File: src/rtl/drive_supervisor.sv
module drive_supervisor #(
  parameter int ACC_W = 10,
  parameter int TMR_W = 12
) (
  input  logic             clk,
  input  logic             rst_n,
  input  logic             pwm_in_n,
  input  logic             stop_in,
  input  logic             uh_in,
  input  logic [ACC_W-1:0] cfg_inc,
  input  logic [ACC_W-1:0] cfg_dec,
  input  logic [ACC_W-1:0] cfg_hi,
  input  logic [ACC_W-1:0] cfg_lo,
  input  logic [TMR_W-1:0] cfg_stall_full,
  input  logic [TMR_W-1:0] cfg_stall_en,
  input  logic [TMR_W-1:0] cfg_stall_trip,
  output logic             hs_en
);
  localparam logic [ACC_W-1:0] ACC_MAX = '1;

  logic [ACC_W-1:0] acc_q, acc_d;
  logic [ACC_W:0]   acc_sum;
  logic             op_q, op_d;
  logic             uh_q, uh_fall;
  logic [TMR_W-1:0] tmr_q, tmr_d;
  logic             arm_q, lat_q;

  assign acc_sum = {1'b0, acc_q} + {1'b0, cfg_inc};
  assign acc_d = stop_in   ? '0 :
                 !pwm_in_n ? (acc_sum[ACC_W] ? ACC_MAX : acc_sum[ACC_W-1:0]) :
                 (acc_q > cfg_dec) ? acc_q - cfg_dec : '0;
  assign op_d = stop_in ? 1'b0 : op_q ? (acc_q >= cfg_lo) : (acc_q > cfg_hi);

  assign uh_fall = uh_q & ~uh_in;
  assign tmr_d = (!op_q || uh_fall) ? cfg_stall_full :
                 (tmr_q != '0) ? tmr_q - 1'b1 : '0;

  always_ff @(posedge clk or negedge rst_n) begin
    if (!rst_n) begin
      acc_q <= '0;
      op_q  <= 1'b0;
      uh_q  <= 1'b0;
      tmr_q <= '0;
      arm_q <= 1'b0;
      lat_q <= 1'b0;
    end else begin
      acc_q <= acc_d;
      op_q  <= op_d;
      uh_q  <= uh_in;
      tmr_q <= tmr_d;
      arm_q <= op_q & (arm_q | (tmr_q > cfg_stall_en));
      lat_q <= op_q & (lat_q | (arm_q & (tmr_q <= cfg_stall_trip)));
    end
  end

  assign hs_en = op_q & arm_q & ~lat_q;

  AST_STOP_FORCES_RESET: assert property (@(posedge clk) disable iff (!rst_n)
    stop_in |=> (acc_q == '0 && !op_q));
  AST_ENTRY_ABOVE_HI: assert property (@(posedge clk) disable iff (!rst_n)
    $rose(op_q) |-> ($past(acc_q) > $past(cfg_hi)));
  AST_RESET_RELOADS_TIMER: assert property (@(posedge clk) disable iff (!rst_n)
    !op_q |=> (tmr_q == $past(cfg_stall_full)));
  AST_FALL_RELOADS_TIMER: assert property (@(posedge clk) disable iff (!rst_n)
    (op_q && uh_q && !uh_in) |=> (tmr_q == $past(cfg_stall_full)));
  AST_LATCH_HOLDS: assert property (@(posedge clk) disable iff (!rst_n)
    (lat_q && op_q) |=> lat_q);
  AST_TRIP_SETS_LATCH: assert property (@(posedge clk) disable iff (!rst_n)
    (op_q && arm_q && tmr_q <= cfg_stall_trip) |=> !hs_en);
endmodule

File: config.mk
export PLATFORM = sky130hd
export DESIGN_NAME = drive_supervisor
export DESIGN_NICKNAME = d
export VERILOG_FILES = /design/src/rtl/drive_supervisor.sv
export SDC_FILE = /design/constraint.sdc
export NUM_CORES = 1
export LEC_CHECK = 0
export BUFFER_PORTS_ARGS = -buffer_cell sky130_fd_sc_hd__buf_2
export CAP_MARGIN = 20
export CORE_ASPECT_RATIO = 2
export CORE_UTILIZATION = 45
export CTS_CLUSTER_SIZE = 14
export DETAILED_ROUTE_END_ITERATION = 16
export PLACE_DENSITY_LB_ADDON = 0.1
export SETUP_SLACK_MARGIN = 0.02
export SYNTH_ARGS = -nofsm -noshare
export SYNTH_HDL_FRONTEND = slang
export SYNTH_SLANG_ARGS = --single-unit
File: constraint.sdc
create_clock -name clk -period 2.05 [get_ports clk]
set_clock_uncertainty 0.15 [all_clocks]
set_input_delay 0.5125 -clock clk [delete_from_list [all_inputs] [get_ports clk]]
set_output_delay 0.5125 -clock clk [all_outputs]
set_load 0.02 [all_outputs]
==> summary.txt <==
Detailed routing
  – WL/cell: 15.3 um
  – DR vias/cell: 5.48
  – Initial DRC Count: 70
  – Vias: 3501
  – Drc violations: 0
  – Routed Antenna Nets: 0
  – Final WL: 9.79 mm
  – First-pass DRT Iterations: 4

Timing
  – Min cycle time layout: 2.35 ns
  – Slew HR: 0.553
  – Highest clock rate: 0.426 GHz
  – Final hold viol count: 0
  – Final Cycle Share: 1.15
  – Measured slew at the worst slew-check pin: 0.670 ns
  – Worst Slack Setup Final: -0.299 ns
  – Setup violations, final: 10
  – Worst hold margin: 0.126 ns
  – Final Max Tran Viols: 0
  – RSZ-0062 raised after global routing: yes

Placement
  – Dpl ws: -0.510 ns
  – Number of I/O port buffers: 81
  – Final HPWL DP: 8.33 mm
  – Gpl congestion: 0.861

Clocking
  – Clk buf depth: 2
  – Num CTS Buffers: 3
  – Worst-path clk slew: 0.07 ns
  – CTS Hold Bufs: 0
  – H-Tree Depth: 1
  – CTS sink cnt: 26
  – CTS tree: yes
  – Latest clock arrival within the worst-skew pair: 0.26 ns
  – Root Buffer: clkbuf_16

Floorplan
  – FP Rows: 43
  – Die H: 123 um
  – Initial core utilization: 0.470
  – Core ar.: 7050 um^2
  – Die area: 7740 um^2
  – Horiz. Die Dim: 62.7 um
  – # IOs: 82

Worst setup path
  – Critical path data arrival time: 2.34 ns
  – Crit. End Element: register
  – CP max FO: 2
  – Kind of critical path: register to register
  – CP startpoint kind: register
  – WP data required: 2.04 ns

Global route
  – Largest net degree at the start of global routing: 27
  – First-pass GRT wire length: 15.3 mm
  – Number of global-route vias before repair: 3588
  – GRT Overall Usage: 0.258
  – Initial antenna violation count: 0
  – Remaining global-route overflow: 0

Power and ir drop
  – Peak supply drop: 0.323 mV
  – Leakage: 2.50 nW
  – Power Dens Cells: 626 nW/um^2

Synthesis
  – Yosys reg bits: 26
  – Post-synth EDFFs: 0
  – Gate Count Post-Synth: 402
  – Synth warn: 0
  – Synthesized area: 3320 um^2
  – Asr flop ratio synth: 1.00
  – Register area share after synthesis: 0.196
  – Mapped Avg Cell Area: 8.25 um^2
  – Syn nets: 551
  – Synth cell types: 55
  – Ys flop type: dfrtp_1

Final layout
  – # diodes: 0
  – Layout cells sized above 1: 0.377
  – Fin nets: 700
  – Area delta synth->final: 39.8%

Job
  – Max Cap Viol: 0

Hold path
  – HP Class: input port to async pin

Outcome
  – Status: complete, but fails checks
  – Failing checks: setup timing
## kinds of logic (layout without fill, tap and decap cells)
| group | count (synthesis) | after routing | synth area share |
|---|---|---|---|
| and+or+nand+nor | 108 | 108 | 0.172 |
| adders and majority gates | 68 | 68 | 0.261 |
| buffers and inverters | 70 | 217 | 0.0849 |
| DFF | 26 | 26 | 0.196 |
| xor gates and xnor gates | 20 | 20 | 0.0528 |
| AOI/OAI and AO/OA | 110 | 110 | 0.233 |
## stage by stage
step / power [mW] / setup TNS [ns] / utilization / instance area (um^2) / instances
global route: 3.12 / -3.18 / 0.658 / 4640 / 639
finish: 2.90 / -2.15 / 0.658 / 4640 / 639
global placement: 2.29 / -4.39 / 0.622 / 4380 / 634
detailed placement: 2.34 / -4.71 / 0.622 / 4380 / 634
CTS: 2.86 / -2.06 / 0.650 / 4580 / 639
floorplan: 1.65 / -0.883 / - / 3380 / 402
## cell usage in the layout (no fill, tap or decap), types with 9 or more instances in the layout
cell type	n
ha_1	59
nor3_1	10
inv_1	62
o21ai_2	12
xnor2_1	13
a21o_1	12
buf_4	65
buf_2	81
nand2_1	24
dfrtp_1	25
nor2_1	23
nand4_1	9
o21ai_0	11
a21oi_1	17
## cell type report
type,instances,area (um^2)
clock buffer,3,75.1
timing repair buffer,151,967
multi-input combinational,306,2590
fill,644,2410
tap,90,113
sequential,26,652
inverter,63,236
## sequential cells by signal (all words and copies together) (netlist names)
name and flops:
tmr_q 12, arm_q 1, lat_q 1, op_q 1, acc_q 10, uh_q 1
## synth_stat cells (all sizes together), types with 4 or more instances
master	number	area share
ha	66	0.25
inv	63	0.071
o21ai	28	0.054
dfrtp	26	0.20
nand2	26	0.029
a21oi	23	0.038
nor2	23	0.026
xnor2	13	0.034
a21o	12	0.027
nor3	12	0.020
nand4	9	0.017
nand3	8	0.012
a211oi	7	0.016
nor2b	7	0.013
xor2	7	0.018
o211ai	6	0.014
o21a	6	0.014
a31oi	5	0.0094
buf	5	0.011
nand2b	4	0.0075
nor4	4	0.014
o2111ai	4	0.011
or3	4	0.0075
or4	4	0.010
## critical path: stages (launching register included)
cell and delay (ns):
dfrtp_1 0.41, ha_4 0.18, fa_2 0.37, a211oi_4 0.27, o211ai_1 0.15, a221oi_1 0.28
a41oi_1 0.08, o211ai_1 0.23, o41ai_2 0.10
## path summary, 6_finish.rpt
path	startpoint	end	slack [ns]	cells past startpoint
worst min register to register	tmr_q[0]$_DFF_PN0_	tmr_q[0]$_DFF_PN0_	0.39	1
max in group asynchronous	rst_n	acc_q[2]$_DFF_PN0_	1.16	1
worst min-delay path	rst_n	acc_q[0]$_DFF_PN0_	0.13	1
worst max-delay path	acc_q[0]$_DFF_PN0_	acc_q[8]$_DFF_PN0_	-0.30	8
worst max register to register	acc_q[0]$_DFF_PN0_	acc_q[8]$_DFF_PN0_	-0.30	8
min in group clk	uh_in	uh_q$_DFF_PN0_	0.22	1
## metal layers
| metal | GRT usage | vias up | part of all wire |
|---|---|---|---|
| met4 | 0.153 | 0 | 0.053 |
| met2 | 0.582 | 86 | 0.61 |
| li1 | - | 1741 | - |
| met5 | 0 | - | 0 |
| met1 | 0.200 | 1640 | 0.32 |
| met3 | 0.0129 | 34 | 0.020 |
## power by group
part / internal [mW] / total (mW) / switching, mW
Sequential: 0.589 / 0.682 / 0.0931
Clock: 0.259 / 0.449 / 0.189
Combinational: 0.895 / 1.77 / 0.876
Total: 1.74 / 2.90 / 1.16
## timing repair
| item | in CTS | in global routing |
|---|---|---|
| gates resized for setup | 23 | 11 |
| endpoints found under the setup margin | 12 | 23 |
| buffers inserted | 2 | 1 |
| pin swaps | 16 | 9 |
Note: power is estimated with default switching activity, not from simulation.
